### src/rtl/cfgseq_pkg.sv
package cfgseq_pkg;

   typedef enum logic [2:0] {
      S_IDLE,
      S_WAIT_LINK,
      S_WAIT_DELAY,
      S_ISSUE,
      S_WAIT_CPL,
      S_BACKOFF,
      S_READY,
      S_ABSENT
   } seq_state_e;

   typedef enum logic [1:0] {
      CPL_OK    = 2'b00,
      CPL_RETRY = 2'b01,
      CPL_UNSUP = 2'b10,
      CPL_ERR   = 2'b11
   } cpl_code_e;

endpackage

### src/rtl/cfgseq_timer.sv
module cfgseq_timer #(
   parameter int LIMIT = 16
) (
   input  logic clk,
   input  logic rst_n,
   input  logic start,
   output logic expired
);
   localparam int W = $clog2(LIMIT + 1);
   localparam logic [W-1:0] LIM = W'(LIMIT);

   if (LIMIT < 1) begin : g_bad_limit
      $error("cfgseq_timer: LIMIT must be at least 1");
   end

   logic [W-1:0] cnt;
   logic         active;

   always_ff @(posedge clk) begin
      if (!rst_n) begin
         cnt    <= '0;
         active <= 1'b0;
      end else if (start) begin
         cnt    <= '0;
         active <= 1'b1;
      end else if (active && cnt != LIM) begin
         cnt <= cnt + 1'b1;
      end
   end

   assign expired = active && (cnt == LIM);

   // expiry can only follow at least LIMIT cycles after a start, never right after one
   p_fresh_start_r2: assert property (@(posedge clk) disable iff (!rst_n)
      start |=> !expired);

endmodule

### src/rtl/cfgseq_cpl_decode.sv
module cfgseq_cpl_decode
   import cfgseq_pkg::*;
(
   input  logic       valid,
   input  logic [1:0] code,
   output logic       ok,
   output logic       again
);
   // retry-status, unsupported request and other errors all mean "try again later"
   always_comb begin
      ok    = 1'b0;
      again = 1'b0;
      if (valid) begin
         unique case (cpl_code_e'(code))
            CPL_OK:                        ok    = 1'b1;
            CPL_RETRY, CPL_UNSUP, CPL_ERR: again = 1'b1;
            default:                       again = 1'b1;
         endcase
      end
   end
endmodule

### src/rtl/cfg_ready_seq.sv
module cfg_ready_seq
   import cfgseq_pkg::*;
#(
   parameter int CLK_HZ         = 100_000_000,
   parameter int LINK_DELAY_MS  = 100,
   parameter int DEADLINE_MS    = 1000,
   parameter int BACKOFF_CYCLES = 1024
) (
   input  logic       clk,
   input  logic       rst_n,
   input  logic       rst_exit,
   input  logic       link_up,
   output logic       req_valid,
   input  logic       req_ready,
   input  logic       cpl_valid,
   input  logic [1:0] cpl_status,
   output logic       ready_pulse,
   output logic       absent_pulse,
   output logic       dev_ready,
   output logic       dev_absent
);
   localparam int CYC_PER_MS  = CLK_HZ / 1000;
   localparam int DELAY_CYC   = CYC_PER_MS * LINK_DELAY_MS;
   localparam int DEADLINE_CYC = CYC_PER_MS * DEADLINE_MS;

   if (CLK_HZ < 1000 || (CLK_HZ % 1000) != 0) begin : g_bad_clk
      $error("cfg_ready_seq: CLK_HZ must be a whole number of kHz");
   end
   if (LINK_DELAY_MS < 1) begin : g_bad_delay
      $error("cfg_ready_seq: LINK_DELAY_MS must be at least 1");
   end
   if (DEADLINE_MS <= LINK_DELAY_MS) begin : g_bad_deadline
      $error("cfg_ready_seq: DEADLINE_MS must exceed LINK_DELAY_MS");
   end
   if (BACKOFF_CYCLES < 0) begin : g_bad_backoff
      $error("cfg_ready_seq: BACKOFF_CYCLES must not be negative");
   end

   seq_state_e state, nxt;
   logic dl_start, dly_start, bk_start;
   logic dl_done, dly_done, bk_done;
   logic cpl_ok, cpl_again;
   logic pending;

   cfgseq_timer #(.LIMIT(DEADLINE_CYC)) u_deadline (
      .clk(clk), .rst_n(rst_n), .start(dl_start), .expired(dl_done)
   );

   cfgseq_timer #(.LIMIT(DELAY_CYC)) u_settle (
      .clk(clk), .rst_n(rst_n), .start(dly_start), .expired(dly_done)
   );

   if (BACKOFF_CYCLES == 0) begin : g_no_backoff
      assign bk_done = 1'b1;
      logic unused_bk;
      assign unused_bk = bk_start;
   end else begin : g_backoff
      cfgseq_timer #(.LIMIT(BACKOFF_CYCLES)) u_backoff (
         .clk(clk), .rst_n(rst_n), .start(bk_start), .expired(bk_done)
      );
   end

   cfgseq_cpl_decode u_dec (
      .valid(cpl_valid), .code(cpl_status), .ok(cpl_ok), .again(cpl_again)
   );

   assign pending = (state == S_WAIT_LINK) || (state == S_WAIT_DELAY) ||
                    (state == S_ISSUE) || (state == S_WAIT_CPL) ||
                    (state == S_BACKOFF);

   always_comb begin
      nxt       = state;
      dl_start  = 1'b0;
      dly_start = 1'b0;
      bk_start  = 1'b0;
      if (rst_exit) begin
         nxt      = S_WAIT_LINK;
         dl_start = 1'b1;
      end else if (pending && dl_done) begin
         nxt = S_ABSENT;
      end else if (pending && !link_up) begin
         nxt = S_WAIT_LINK;
      end else begin
         unique case (state)
            S_WAIT_LINK: begin
               nxt       = S_WAIT_DELAY;
               dly_start = 1'b1;
            end
            S_WAIT_DELAY: if (dly_done) nxt = S_ISSUE;
            S_ISSUE:      if (req_ready) nxt = S_WAIT_CPL;
            S_WAIT_CPL: begin
               if (cpl_ok) begin
                  nxt = S_READY;
               end else if (cpl_again) begin
                  nxt      = S_BACKOFF;
                  bk_start = 1'b1;
               end
            end
            S_BACKOFF:    if (bk_done) nxt = S_ISSUE;
            default:      nxt = state;
         endcase
      end
   end

   always_ff @(posedge clk) begin
      if (!rst_n) begin
         state        <= S_IDLE;
         ready_pulse  <= 1'b0;
         absent_pulse <= 1'b0;
      end else begin
         state        <= nxt;
         ready_pulse  <= (nxt == S_READY) && (state != S_READY);
         absent_pulse <= (nxt == S_ABSENT) && (state != S_ABSENT);
      end
   end

   assign req_valid  = (state == S_ISSUE);
   assign dev_ready  = (state == S_READY);
   assign dev_absent = (state == S_ABSENT);

   // ---------------- checking counters and assertions ----------------
   localparam int LW = $clog2(DELAY_CYC + 1);
   localparam int DW = $clog2(DEADLINE_CYC + 1);
   localparam logic [LW-1:0] L_SAT = LW'(DELAY_CYC);
   localparam logic [DW-1:0] D_SAT = DW'(DEADLINE_CYC);

   logic [LW-1:0] link_run;
   logic [DW-1:0] since_exit;
   logic          exit_seen;

   always_ff @(posedge clk) begin
      if (!rst_n) begin
         link_run   <= '0;
         since_exit <= '0;
         exit_seen  <= 1'b0;
      end else begin
         if (!link_up)            link_run <= '0;
         else if (link_run != L_SAT) link_run <= link_run + 1'b1;
         if (rst_exit) begin
            since_exit <= '0;
            exit_seen  <= 1'b1;
         end else if (exit_seen && since_exit != D_SAT) begin
            since_exit <= since_exit + 1'b1;
         end
      end
   end

   p_req_after_settle_r2: assert property (@(posedge clk) disable iff (!rst_n)
      req_valid |-> (link_run >= L_SAT));

   p_req_held_r3: assert property (@(posedge clk) disable iff (!rst_n)
      (req_valid && !req_ready && link_up && !rst_exit && !dl_done) |=> req_valid);

   p_retry_not_ready_r4: assert property (@(posedge clk) disable iff (!rst_n)
      (req_valid == 1'b0 && cpl_valid && cpl_status != 2'b00 && !dev_ready && !rst_exit)
      |=> !dev_ready);

   p_absent_after_deadline_r5: assert property (@(posedge clk) disable iff (!rst_n)
      absent_pulse |-> (exit_seen && since_exit >= D_SAT));

   p_levels_exclusive_r6: assert property (@(posedge clk) disable iff (!rst_n)
      !(dev_ready && dev_absent));

   p_ready_pulse_edge_r6: assert property (@(posedge clk) disable iff (!rst_n)
      ready_pulse |-> (dev_ready && !$past(dev_ready)));

   p_absent_pulse_edge_r6: assert property (@(posedge clk) disable iff (!rst_n)
      absent_pulse |-> (dev_absent && !$past(dev_absent)));

   p_ready_holds_r7: assert property (@(posedge clk) disable iff (!rst_n)
      (dev_ready && !rst_exit) |=> dev_ready);

   p_absent_holds_r7: assert property (@(posedge clk) disable iff (!rst_n)
      (dev_absent && !rst_exit) |=> dev_absent);

   p_quiet_when_done_r7: assert property (@(posedge clk) disable iff (!rst_n)
      (dev_ready || dev_absent) |-> !req_valid);

   p_drop_clears_r8: assert property (@(posedge clk) disable iff (!rst_n)
      (!link_up && !rst_exit && !dev_ready) |=> !req_valid);

endmodule

### config.mk
export PLATFORM = sky130hd
export DESIGN_NAME = cfg_ready_seq
export DESIGN_NICKNAME = d
export VERILOG_FILES = /design/src/rtl/cfgseq_pkg.sv /design/src/rtl/cfgseq_timer.sv /design/src/rtl/cfgseq_cpl_decode.sv /design/src/rtl/cfg_ready_seq.sv
export SDC_FILE = /design/constraint.sdc
export NUM_CORES = 1
export LEC_CHECK = 0
export BUFFER_PORTS_ARGS = -buffer_cell sky130_fd_sc_hd__clkbuf_2
export CAP_MARGIN = 20
export CORE_MARGIN = 2
export CORE_UTILIZATION = 55
export DETAILED_ROUTE_END_ITERATION = 6
export GPL_ROUTABILITY_DRIVEN = 0
export GPL_TIMING_DRIVEN = 0
export HOLD_SLACK_MARGIN = 0.02
export PLACE_DENSITY_LB_ADDON = 0.1
export RECOVER_POWER = 100
export SYNTH_ARGS = -nofsm -noshare
export SYNTH_HDL_FRONTEND = slang
export SYNTH_SLANG_ARGS = --single-unit
export TNS_END_PERCENT = 5
### constraint.sdc
create_clock -name clk -period 1.8 [get_ports clk]
set_input_delay 0.09 -clock clk [delete_from_list [all_inputs] [get_ports clk]]
set_output_delay 0.09 -clock clk [all_outputs]
set_load 0.01 [all_outputs]
[Yosys cells after proc, flatten, opt, wreduce, memory -nomap -nowiden]
Index checks and enable logic that the tools add are counted.
Operators by class
  add/sub/neg operators: 3
  multiply operators: 0
  div/mod/pow operators: 0
  order comparisons: 0
  equal/unequal tests: 20
  shifts and indexed selects: 0
  multiplexer cells: 24
  bitwise operators: 1
  reduce and logical (&&, ||, !) cells: 20
Operators by type and width (number)
  $add 27x1->27 const B: 1
  $eq 27x27->1 const B: 1
  $ne 27x27->1 const B: 1
  $add 24x1->24 const B: 1
  $eq 24x24->1 const B: 1
  $mux 3: 8
  $ne 24x24->1 const B: 1
  $eq 3x3->1 const B: 6
  $mux 1: 15
  $pmux 3 s5: 1
  $add 11x1->11 const B: 1
  $eq 11x11->1 const B: 1
  $ne 11x11->1 const B: 1
  $logic_and 1x1->1: 10
  $eq 3x2->1 const B: 2
  $ne 3x3->1 const B: 2
  $reduce_or 2->1: 3
  $eq 2x2->1 const B: 2
  $logic_or 1x1->1: 4
  $eq 3x1->1 const B: 1
  $reduce_or 3->1: 1
  $eq 2x1->1 const B: 1
  $logic_not 2->1: 1
  $logic_not 1->1: 1
  $not 1->1: 1
Word-level totals
  register bits after elaboration: 70
  latch bits: 0
  bits in writable memories: 0
  bits in read-only memories: 0
  input port bits: 8
  output and inout bits: 5
  logic and storage cells: 77
  memories kept: 0

[Logic depth before layout (Yosys ltp)]
Gate-level depths: netlist of the first run.
  word-level depth: 12
  depth in mapped cells: 8
  gate-level depth less buffers: 7

[Modules after synthesis]
From an unflattened synthesis of the first run, not the netlist that was laid out.
Second synthesis, totals
  cell total of the unflattened synthesis: 427
  area, all modules: 3693.5 sq um
By module, submodules not included
  cfgseq_timer (u_deadline): times used 1, cells an instance 156, area an instance 1407.6 sq um, seq. area each 560.5 sq um
  cfgseq_timer (u_settle): times used 1, cells an instance 148, area an instance 1263.7 sq um, seq. area each 500.5 sq um
  cfgseq_timer (g_backoff.u_backoff): times used 1, cells an instance 76, area an instance 635.6 sq um, seq. area each 240.2 sq um
  cfg_ready_seq: times used 1, cells an instance 45, area an instance 366.6 sq um, seq. area each 100.1 sq um
  cfgseq_cpl_decode: times used 1, cells an instance 2, area an instance 20.0 sq um, seq. area each 0.0 sq um

[Least setup slack after synthesis of the first run]
No wires, ideal clock.
  kind: register to register
  from: reg g_backoff.u_backoff.cnt[6]
  to: reg ready_pulse
  library setup time: 0.137 ns
  data arrival time: 1.687 ns
  data required time: 1.663 ns
  path slack: -0.024 ns
  stages on the path, launching flop included: 6
  buffers on the path: 0
  clock period less this slack: 1.824 ns
  cell sequence: dfxtp_1 > or4_1 > o41ai_2 > nor2_1 > a211oi_1 > nor4bb_1
On the way
  longest elaborated chain between the ends: 9
RTL lines
  start: declaration: line cfgseq_timer.sv:16  | logic [W-1:0] cnt;
  start signal: assignment: line cfgseq_timer.sv:27  | cnt <= cnt + 1'b1;
  $eq 11x11->1: line cfgseq_timer.sv:31  | assign expired = active && (cnt == LIM);
  $logic_and 1x1->1: line cfgseq_timer.sv:31
  $mux 3: line cfg_ready_seq.sv:99  | S_BACKOFF: if (bk_done) nxt = S_ISSUE;
  $pmux 3 s5: line cfg_ready_seq.sv:84  | unique case (state)
  $mux 3: line cfg_ready_seq.sv:81  | end else if (pending && !link_up) begin
  $mux 3: line cfg_ready_seq.sv:79  | end else if (pending && dl_done) begin
  $mux 3: line cfg_ready_seq.sv:76  | if (rst_exit) begin
  $eq 3x3->1: line cfg_ready_seq.sv:112  | ready_pulse <= (nxt == S_READY) && (state != S_READY);
  $logic_and 1x1->1: line cfg_ready_seq.sv:112
  end signal: assignment: line cfg_ready_seq.sv:112
  end: declaration: line cfg_ready_seq.sv:17  | output logic ready_pulse,
Every way passes these cells.
A chain may end at the register's enable or synchronous reset.

[Final worst setup path of the first run]
  from: reg g_backoff.u_backoff.cnt[9]
  to: reg absent_pulse
On the way
  longest elaborated chain between the ends: 9
RTL lines
  $eq 11x11->1: line cfgseq_timer.sv:31
  $logic_and 1x1->1: line cfgseq_timer.sv:31
  $mux 3: line cfg_ready_seq.sv:99
  $pmux 3 s5: line cfg_ready_seq.sv:84
  $mux 3: line cfg_ready_seq.sv:81
  $mux 3: line cfg_ready_seq.sv:79
  $mux 3: line cfg_ready_seq.sv:76
  $eq 3x3->1: line cfg_ready_seq.sv:113  | absent_pulse <= (nxt == S_ABSENT) && (state != S_ABSENT);
  $logic_and 1x1->1: line cfg_ready_seq.sv:113
  end signal: assignment: line cfg_ready_seq.sv:113
  end: declaration: line cfg_ready_seq.sv:18  | output logic absent_pulse,
Every way passes these cells.

==> impl_metrics.tcl, run 1 <==
set metrics [dict create \
    syn_nets 421 \
    die_area_sq_um 6930 \
    core.rowCount 28 \
    dpl_cell_area_sq_um 3610 \
    synth_commonest_cells "nor2_1, dfxtp_1, nand2_1, xnor2_1, xor2_1" \
    p_leak_nw 1.51 \
    io_pins 13 \
    synth-seq-area-share_pct 40.6 \
    worstSetupStartpointType "flop" \
    outcome "complete, but fails checks" \
    antenna_found_initial 0 \
    drive_gt1_share_pct 30.6 \
    synthCells 407 \
    clk_latency_ns 0.34 \
    final_util_pct 72.8 \
    final_max_slew_viol_count 0 \
    route.detailed.drc 0 \
    post-dp-hpwl_um 4810 \
    numClockSinks 70 \
    r2r_cells 5 \
    io_buffers 12 \
    max_freq_mhz 544 \
    vdd_ir_drop_max_mv 0.619 \
    yosysTopAreaCell "dfxtp_1" \
    die-width_um 83.3 \
    grt_pass1_wl_um 12400 \
    synth_edf_count 0 \
    htreeDepth 3 \
    start_util_pct 57.7 \
    p_per_area_nw_per_um2 711 \
    maxCapViolations 0 \
    r2r_start "g_backoff.u_backoff.cnt[9]" \
    final_cells 526 \
    netlist_area_sq_um 3450 \
    ctsLongestPathBuffers 2 \
    cp-startpoint "g_backoff.u_backoff.cnt[9]" \
    ys_types 49 \
    yosys_warnings 0 \
    wl_per_cell_um 14.3 \
    fin_area_sq_um 4360 \
    cts_tree "yes" \
    r2r_slack_ns -0.04 \
    worstSetupPathType "flop to flop" \
    syn_to_final_growth_pct 26.2 \
    setup-violations-final 2 \
    grt_max_degree 13 \
    hold_class "input port to flop" \
    diodes 0 \
    overflow 0 \
    crit_arrival_ns 2.06 \
    crit_path_end_kind "flop" \
    die_y_um 83.3 \
    multi_input_area_sq_um 2270 \
    placed_cells 494 \
    rsz0062_at_grt "true" \
    seqCellArea_sq_um 1440 \
    dr.pass1.iters 4 \
    drt_iter0_markers 155 \
    finClkSkew_ns 0.00603 \
    numCtsBuffers 9 \
    vias 2939 \
    clk_pin_slew_ns 0.07 \
    min_period_over_period_pct 102 \
    setup_slack_ns -0.0391 \
    async_flop_share_pct 0 \
    critPathRequiredTime_ns 2.02 \
    grt_pass1_vias 2799 \
    critPathMaxFanout 3 \
    period_needed_ns 1.84 \
    n_fill_cell 463 \
    maxSlewHeadroom_pct 67.3 \
    ys_seq_elements 70 \
    hold_viol_final 0 \
    violations "negative setup slack" \
    wirelength_um 7540 \
    crit_end "absent_pulse" \
    synth.top_cells.by_area "dfxtp_1, nor2_1, xnor2_1" \
    core_area_sq_um 5990 \
    nNetsFinal 460 \
    avgSynthCellArea_sq_um 8.49 \
    r2r_end "absent_pulse" \
    yosysMostFrequentCell "nor2_1" \
    synth.top_cell.area_share_pct 40.6 \
    ant_nets 0 \
    grtUsageTotal_pct 21.6 \
    tightest_slew_ns 0.490 \
    cts_root_buf "clkbuf_8" \
    viasPerCell 5.59 \
    synthFlopType "dfxtp_1" \
]
## where the power goes
part | leakage [nW] | total [W] | switching, W | internal (W)
Combinational | 0.822 | 0.000131 | 0.0000765 | 0.0000545
Clock | 0.113 | 0.00140 | 0.000583 | 0.000821
Sequential | 0.577 | 0.00156 | 0.0000103 | 0.00155
## cells in the final DEF (no fill, tap or decap), drive strengths merged
cell type / instances
xnor2: 29
buf: 25
inv: 14
and3: 8
nor2b: 3
nand3b: 1
a21oi: 10
nor4bb: 3
o21a: 3
bufinv: 2
nor2: 76
or4: 3
nor3b: 4
nor4: 10
nor3: 16
or3: 7
and2b: 2
and4: 6
a31o: 1
nand4: 15
mux2i: 2
ha: 6
o211ai: 5
and2: 2
dfxtp: 70
nor4b: 8
clkinv: 3
nand2b: 1
nand2: 30
a211o: 1
or2: 2
clkbuf: 28
o31a: 1
nand3: 17
o21ai: 9
xor2: 25
a211oi: 1
o2111ai: 1
o41ai: 1
## final cells by class
class / count / area share (%)
Clock buffer: 11 / 3.24
Sequential cell: 70 / 33.0
Inverter: 14 / 1.21
Buffer: 13 / 2.07
Tap cell: 75 / 2.15
Multi-Input combinational cell: 309 / 52.0
Timing Repair Buffer: 29 / 4.42
Clock inverter: 5 / 1.89
## registers in the layout, indices dropped and copies added (netlist names)
name	count
absent_pulse	1
g_backoff.u_backoff.active	1
g_backoff.u_backoff.cnt	11
ready_pulse	1
state	3
u_deadline.active	1
u_deadline.cnt	27
u_settle.active	1
u_settle.cnt	24
## per-layer routing
metal / track usage [%] / share of wire (%)
met5: 0 / 0
met4: 5.81 / 1.1
met3: 6.26 / 3.8
met2: 37.1 / 51
met1: 26.4 / 44
## kinds of logic after synthesis
group,Yosys count,share of synthesized area [%]
muxes,2,0.580
adders and majority gates,6,2.17
and+or+nand+nor,214,33.2
AOI/OAI and AO/OA,33,6.19
buffers and inverters,28,3.59
xor gates and xnor gates,54,13.7
DFF,70,40.6
## critical path: stages, from the launching register on
cell      delay [ns]
dfxtp_2         0.32
or4_4           0.56
o41ai_4         0.35
nor2_1          0.09
a211oi_2        0.29
nor4b_2         0.10
## stage by stage
step / power (W) / setup slack, ns / hold slack [ns] / setup TNS [ns]
3_5_place_dp: 0.00171 / -0.438 / 0.373 / -12.16
5_1_grt: 0.00321 / -0.145 / 0.0687 / -2.02
2_1_floorplan: 0.00167 / 0.0174 / 0.200 / 0
3_3_place_gp: 0.00171 / -0.369 / 0.372 / -10.13
4_1_cts: 0.00312 / -0.0590 / 0.0412 / -0.237
6_report: 0.00310 / -0.0391 / 0.0717 / -0.0766
## worst min path at each step
stage	start	to	slack [ns]	cells after the start
6_report	rst_exit	u_deadline.active	0.07	2
5_1_grt	rst_exit	u_deadline.active	0.07	2
4_1_cts	rst_exit	u_deadline.active	0.04	2
3_5_place_dp	rst_exit	u_deadline.active	0.37	2
3_3_place_gp	rst_exit	u_deadline.active	0.37	2
2_1_floorplan	rst_exit	u_deadline.active	0.20	1
## timing repair
item / in CTS / in global routing
gates resized for setup: 47 / 58
hold endpoints to repair: 0 / 0
gates cloned: 1 / 0
pin swaps: 12 / 18
setup buffers: 8 / 8
endpoints found under the setup margin: 55 / 55
hold buffers: 0 / 0
(Power assumes the default switching activity.)
==> inputs of run 2 (changes only) <==
--- a/config.mk
+++ b/config.mk
@@ -15,6 +15,7 @@
 export HOLD_SLACK_MARGIN = 0.02
 export PLACE_DENSITY_LB_ADDON = 0.1
 export RECOVER_POWER = 100
+export SKIP_CTS_REPAIR_TIMING = 1
 export SYNTH_ARGS = -nofsm -noshare
 export SYNTH_HDL_FRONTEND = slang
 export SYNTH_SLANG_ARGS = --single-unit
==> run 2 against run 1 <==
Against the previous run:
- the flow still finishes with violations (negative setup slack)
- core utilization is 4.7 points lower
- routed wire length shrank 5.8%
- critical path depth is 2 higher
- non-clock buffer count down 7
- power fell by 0.16%
- clock skew increased by 0.0018 ns
- clock power about the same
- count of clock-buffer cells in the layout is the same
- die area did not move
- via count decreased by 2.4%
- final area down 6.5%
- global-route usage shrank 1.0 points
==> impl_metrics.tcl, run 2 (synthesized netlist as in run 1, its figures left out) <==
set metrics [dict create \
    outcome "complete, but fails checks" \
    violations "negative setup slack" \
    hold_class "input port to flop" \
    rsz0062_at_grt "true" \
    drt_iter0_markers 138 \
    drive_gt1_share_pct 20.0 \
    wl_met3_um 247 \
    max_freq_mhz 513 \
    r2r_cells 7 \
    syn_to_final_growth_pct 18.0 \
    setup-violations-final 45 \
    finClkSkew_ns 0.00780 \
    die_y_um 83.3 \
    min_from "rst_exit" \
    cts_root_buf "clkbuf_8" \
    crit_end "u_deadline.cnt[21]" \
    final_max_slew_viol_count 0 \
    viasPerCell 5.53 \
    mostFrequentLayoutCell "nor2_1" \
    diodes 0 \
    p_per_area_nw_per_um2 759 \
    die_area_sq_um 6930 \
    tightest_slew_ns 0.574 \
    m1WireLength_um 3250 \
    p_leak_nw 1.40 \
    critPathMaxFanout 7 \
    r2r_end "u_deadline.cnt[21]" \
    critPathRequiredTime_ns 2.02 \
    maxSlewHeadroom_pct 61.4 \
    placed_cells 494 \
    multi_input_area_sq_um 2080 \
    worstSetupPathType "flop to flop" \
    cp-startpoint "u_deadline.cnt[1]" \
    n_fill_cell 505 \
    io_buffers 12 \
    ant_nets 0 \
    final_cells 519 \
    htreeDepth 3 \
    grtUsageTotal_pct 20.6 \
    vias 2868 \
    place_ws_ns -0.438 \
    vdd_ir_drop_max_mv 0.624 \
    grt_pass1_wl_um 11900 \
    setup_slack_ns -0.150 \
    crit_path_end_kind "flop" \
    numCtsBuffers 9 \
    seqCellArea_sq_um 1410 \
    ctsLongestPathBuffers 2 \
    largest_registers "u_deadline.cnt: 27 flops, u_settle.cnt: 24 flops, g_backoff.u_backoff.cnt: 11 flops" \
    overflow 0 \
    clk_latency_ns 0.34 \
    maxCapViolations 0 \
    most-common-layout-cells "nor2_1, dfxtp_1, nand2_1" \
    cts_tree "yes" \
    largest_register_ffs 27 \
    period_needed_ns 1.95 \
    post-dp-hpwl_um 4810 \
    hold_viol_final 0 \
    die-width_um 83.3 \
    wl_per_cell_um 13.7 \
    clk_pin_slew_ns 0.07 \
    route.detailed.drc 0 \
    io_pins 13 \
    min_period_over_period_pct 108 \
    antenna_found_initial 0 \
    nNetsFinal 453 \
    start_util_pct 57.7 \
    numClockSinks 70 \
    power_w 0.00309 \
    core_area_sq_um 5990 \
    r2r_start "u_deadline.cnt[1]" \
    wirelength_um 7110 \
    worstSetupStartpointType "flop" \
    top_layer_used "met4" \
    grt_pass1_vias 2674 \
    core.rowCount 28 \
    dr.pass1.iters 4 \
    route.met2.wl_um 3560 \
    largest-register "u_deadline.cnt" \
    crit_arrival_ns 2.17 \
    grt_max_degree 13 \
    r2r_slack_ns -0.15 \
]
[run 2: final cells by class]
class	count	area share (%)
multi-input combinational	309	51.1
tap	75	2.30
inverter	14	1.29
sequential	70	34.6
buffer	14	2.03
clock buffer	11	3.47
clock inverter	5	2.03
timing repair buffer	21	3.13
[run 2: worst max-delay path: stages (launching register included)]
cell and delay (ns):
dfxtp_2 0.37, clkbuf_4 0.14, nand4_2 0.17, or3_1 0.39, clkbuf_2 0.19, nor4_2 0.35
xnor2_1 0.18, nor2_1 0.05
[run 2: layer usage]
| metal | vias up | track usage [%] |
|---|---|---|
| met2 | 42 | 35.1 |
| met4 | 0 | 5.51 |
| met3 | 8 | 6.06 |
| li1 | 1470 | - |
| met5 | - | 0 |
| met1 | 1348 | 25.3 |
[run 2: power by group]
| part | internal (W) | switching (W) |
|---|---|---|
| registers | 0.00156 | 0.00000956 |
| logic | 0.0000524 | 0.0000748 |
| clock network | 0.000821 | 0.000578 |
| total | 0.00243 | 0.000663 |
[run 2: worst min-delay path by stage]
stage          cells past startpoint  slack, ns           endpoint
2_1_floorplan                      1       0.20  u_deadline.active
3_3_place_gp                       2       0.37  u_deadline.active
3_5_place_dp                       2       0.37  u_deadline.active
4_1_cts                            2       0.01  u_deadline.active
5_1_grt                            2       0.03  u_deadline.active
6_report                           2       0.03  u_deadline.active
[run 2: per-stage QoR]
stage                     hold WS, ns  util (%)  setup TNS [ns]  area, sq um
after CTS                     0.00958      64.1          -14.55         3840
after detailed placement        0.373      60.3          -12.16         3610
after global routing           0.0318      68.0           -9.93         4080
after floorplan                 0.200         -               0         3460
final                          0.0296      68.0           -3.43         4080
after global placement          0.372      60.3          -10.13         3610
==> inputs of run 3 (changes only) <==
--- a/config.mk
+++ b/config.mk
@@ -15,6 +15,7 @@
 export HOLD_SLACK_MARGIN = 0.02
 export PLACE_DENSITY_LB_ADDON = 0.1
 export RECOVER_POWER = 100
+export REMOVE_ABC_BUFFERS = 1
 export SKIP_CTS_REPAIR_TIMING = 1
 export SYNTH_ARGS = -nofsm -noshare
 export SYNTH_HDL_FRONTEND = slang
==> run 3 against run 2 <==
Against the previous run:
- the run still ends with negative setup slack left
- sequential cell count is the same
- register-to-register slack lost 0.03 ns
- final area grew 4.1%
==> impl_metrics.tcl, run 3 (synthesized netlist as in run 1, its figures left out) <==
set metrics [dict create \
    outcome "complete, but fails checks" \
    violations "negative setup slack" \
    whs_ns 0.0637 \
    r2r_cells 7 \
    dr.pass1.iters 6 \
    nNetsFinal 445 \
    finClkSkew_ns 0.00959 \
    critPathMaxFanout 5 \
    final_max_slew_viol_count 0 \
    overflow 0 \
    die-width_um 83.3 \
    cp_slowest_stage_delay_ns 0.37 \
    vdd_ir_drop_max_mv 0.560 \
    period_needed_ns 1.98 \
    cp_num_buf_inv 2 \
    cts_tree "yes" \
    hold_viol_final 0 \
    r2r_slack_ns -0.18 \
    wl_per_cell_um 13.8 \
    crit_arrival_ns 2.24 \
    cpMostUsedCell "buf_6" \
    most-common-layout-cells "nor2_1, dfxtp_1, nand2_1" \
    diodes 0 \
    crit_chain "nor4b_1, nand4_1, nor3_4, buf_6, buf_6, a211oi_4, nor4bb_2" \
    io_buffers 12 \
    cp-startpoint "u_deadline.cnt[4]" \
    n_fill_cell 438 \
    post-dp-hpwl_um 4380 \
    ctsLongestPathBuffers 2 \
    die_y_um 83.3 \
    path_delay_family "simple AND/OR/NAND/NOR gates" \
    mostFrequentLayoutCell "nor2_1" \
    route.detailed.drc 0 \
    critPathRequiredTime_ns 2.06 \
    drt_iter0_markers 136 \
    multi_input_area_sq_um 2250 \
    setup-violations-final 37 \
    numCtsBuffers 9 \
    numClockSinks 70 \
    io_pins 13 \
    core_area_sq_um 5990 \
    cts_root_buf "clkbuf_8" \
    grt_pass1_vias 2562 \
    htreeDepth 3 \
    r2r_end "ready_pulse" \
    setup_slack_ns -0.185 \
    cp.depth 7 \
    ant_nets 0 \
    die_area_sq_um 6930 \
    clk_latency_ns 0.35 \
    worstSetupStartpointType "flop" \
    grt_max_degree 31 \
    largest-register "u_deadline.cnt" \
    worstSetupPathType "flop to flop" \
    largest_register_ffs 27 \
    final_util_pct 70.8 \
    start_util_pct 57.7 \
    drive_gt1_share_pct 25.7 \
    tightest_slew_ns 0.469 \
    syn_to_final_growth_pct 22.8 \
    p_per_area_nw_per_um2 722 \
    crit_path_end_kind "flop" \
    tns_ns -2.36 \
    maxSlewHeadroom_pct 68.8 \
    max_freq_mhz 504 \
    min_period_over_period_pct 110 \
    seqCellArea_sq_um 1420 \
    grtUsageTotal_pct 19.4 \
    power_w 0.00306 \
    core.rowCount 28 \
    antenna_found_initial 0 \
    crit_end "ready_pulse" \
    largest_registers "u_deadline.cnt: 27 flops, u_settle.cnt: 24 flops, g_backoff.u_backoff.cnt: 11 flops" \
    r2r_start "u_deadline.cnt[4]" \
    clk_pin_slew_ns 0.07 \
    hold_class "input port to flop" \
    wirelength_um 7070 \
    vias 2849 \
    p_leak_nw 1.46 \
    viasPerCell 5.58 \
    cpMaxStageDelayCell "nor4b_1" \
    maxCapViolations 0 \
    grt_pass1_wl_um 11100 \
    rsz0062_at_grt "true" \
]
==> run 3: metrics by stage <==
| step | instances | setup slack, ns | instance area [sq um] |
|---|---|---|---|
| after floorplan | 393 | -0.369 | 3380 |
| after global placement | 480 | -0.968 | 3540 |
| after detailed placement | 482 | -0.520 | 3560 |
| after CTS | 498 | -0.562 | 3780 |
| after global routing | 511 | -0.266 | 4240 |
| final | 511 | -0.185 | 4240 |
==> run 3: worst min-delay path by stage <==
stage	from	end	slack, ns	depth (start not counted)
floorplan	rst_exit	u_deadline.active	0.20	1
global placement	rst_exit	u_deadline.active	0.38	2
detailed placement	rst_exit	u_deadline.active	0.38	2
CTS	rst_exit	u_deadline.active	0.02	2
global route	rst_exit	u_deadline.active	0.06	2
finish	rst_exit	u_deadline.active	0.06	2
==> run 3: worst reg2reg max path, cell delays in order, from the launching register on <==
cell and delay (ns):
dfxtp_1 0.36, nor4b_1 0.37, nand4_1 0.34, nor3_4 0.22, buf_6 0.16, buf_6 0.11, a211oi_4 0.05, nor4bb_2 0.28
==> run 3: cell type report <==
type | instances | share of cell area [%]
multi-input combinational | 309 | 53.1
clock inverter | 2 | 0.885
inverter | 14 | 1.24
timing repair buffer | 27 | 4.78
sequential | 70 | 33.5
tap | 75 | 2.21
clock buffer | 14 | 4.31
==> run 3: metal layers <==
metal	part of all wire, %	global-route usage, %	up-vias
met1	47	23.9	1357
met5	0	0	-
met3	2.6	5.37	10
li1	-	-	1448
met2	49	31.6	34
met4	1.4	8.64	0
==> run 3: power by group <==
group	switching, W	leakage, nW	internal (W)
sequential	0.0000193	0.571	0.00156
combinational	0.0000690	0.781	0.0000574
clock	0.000568	0.109	0.000792
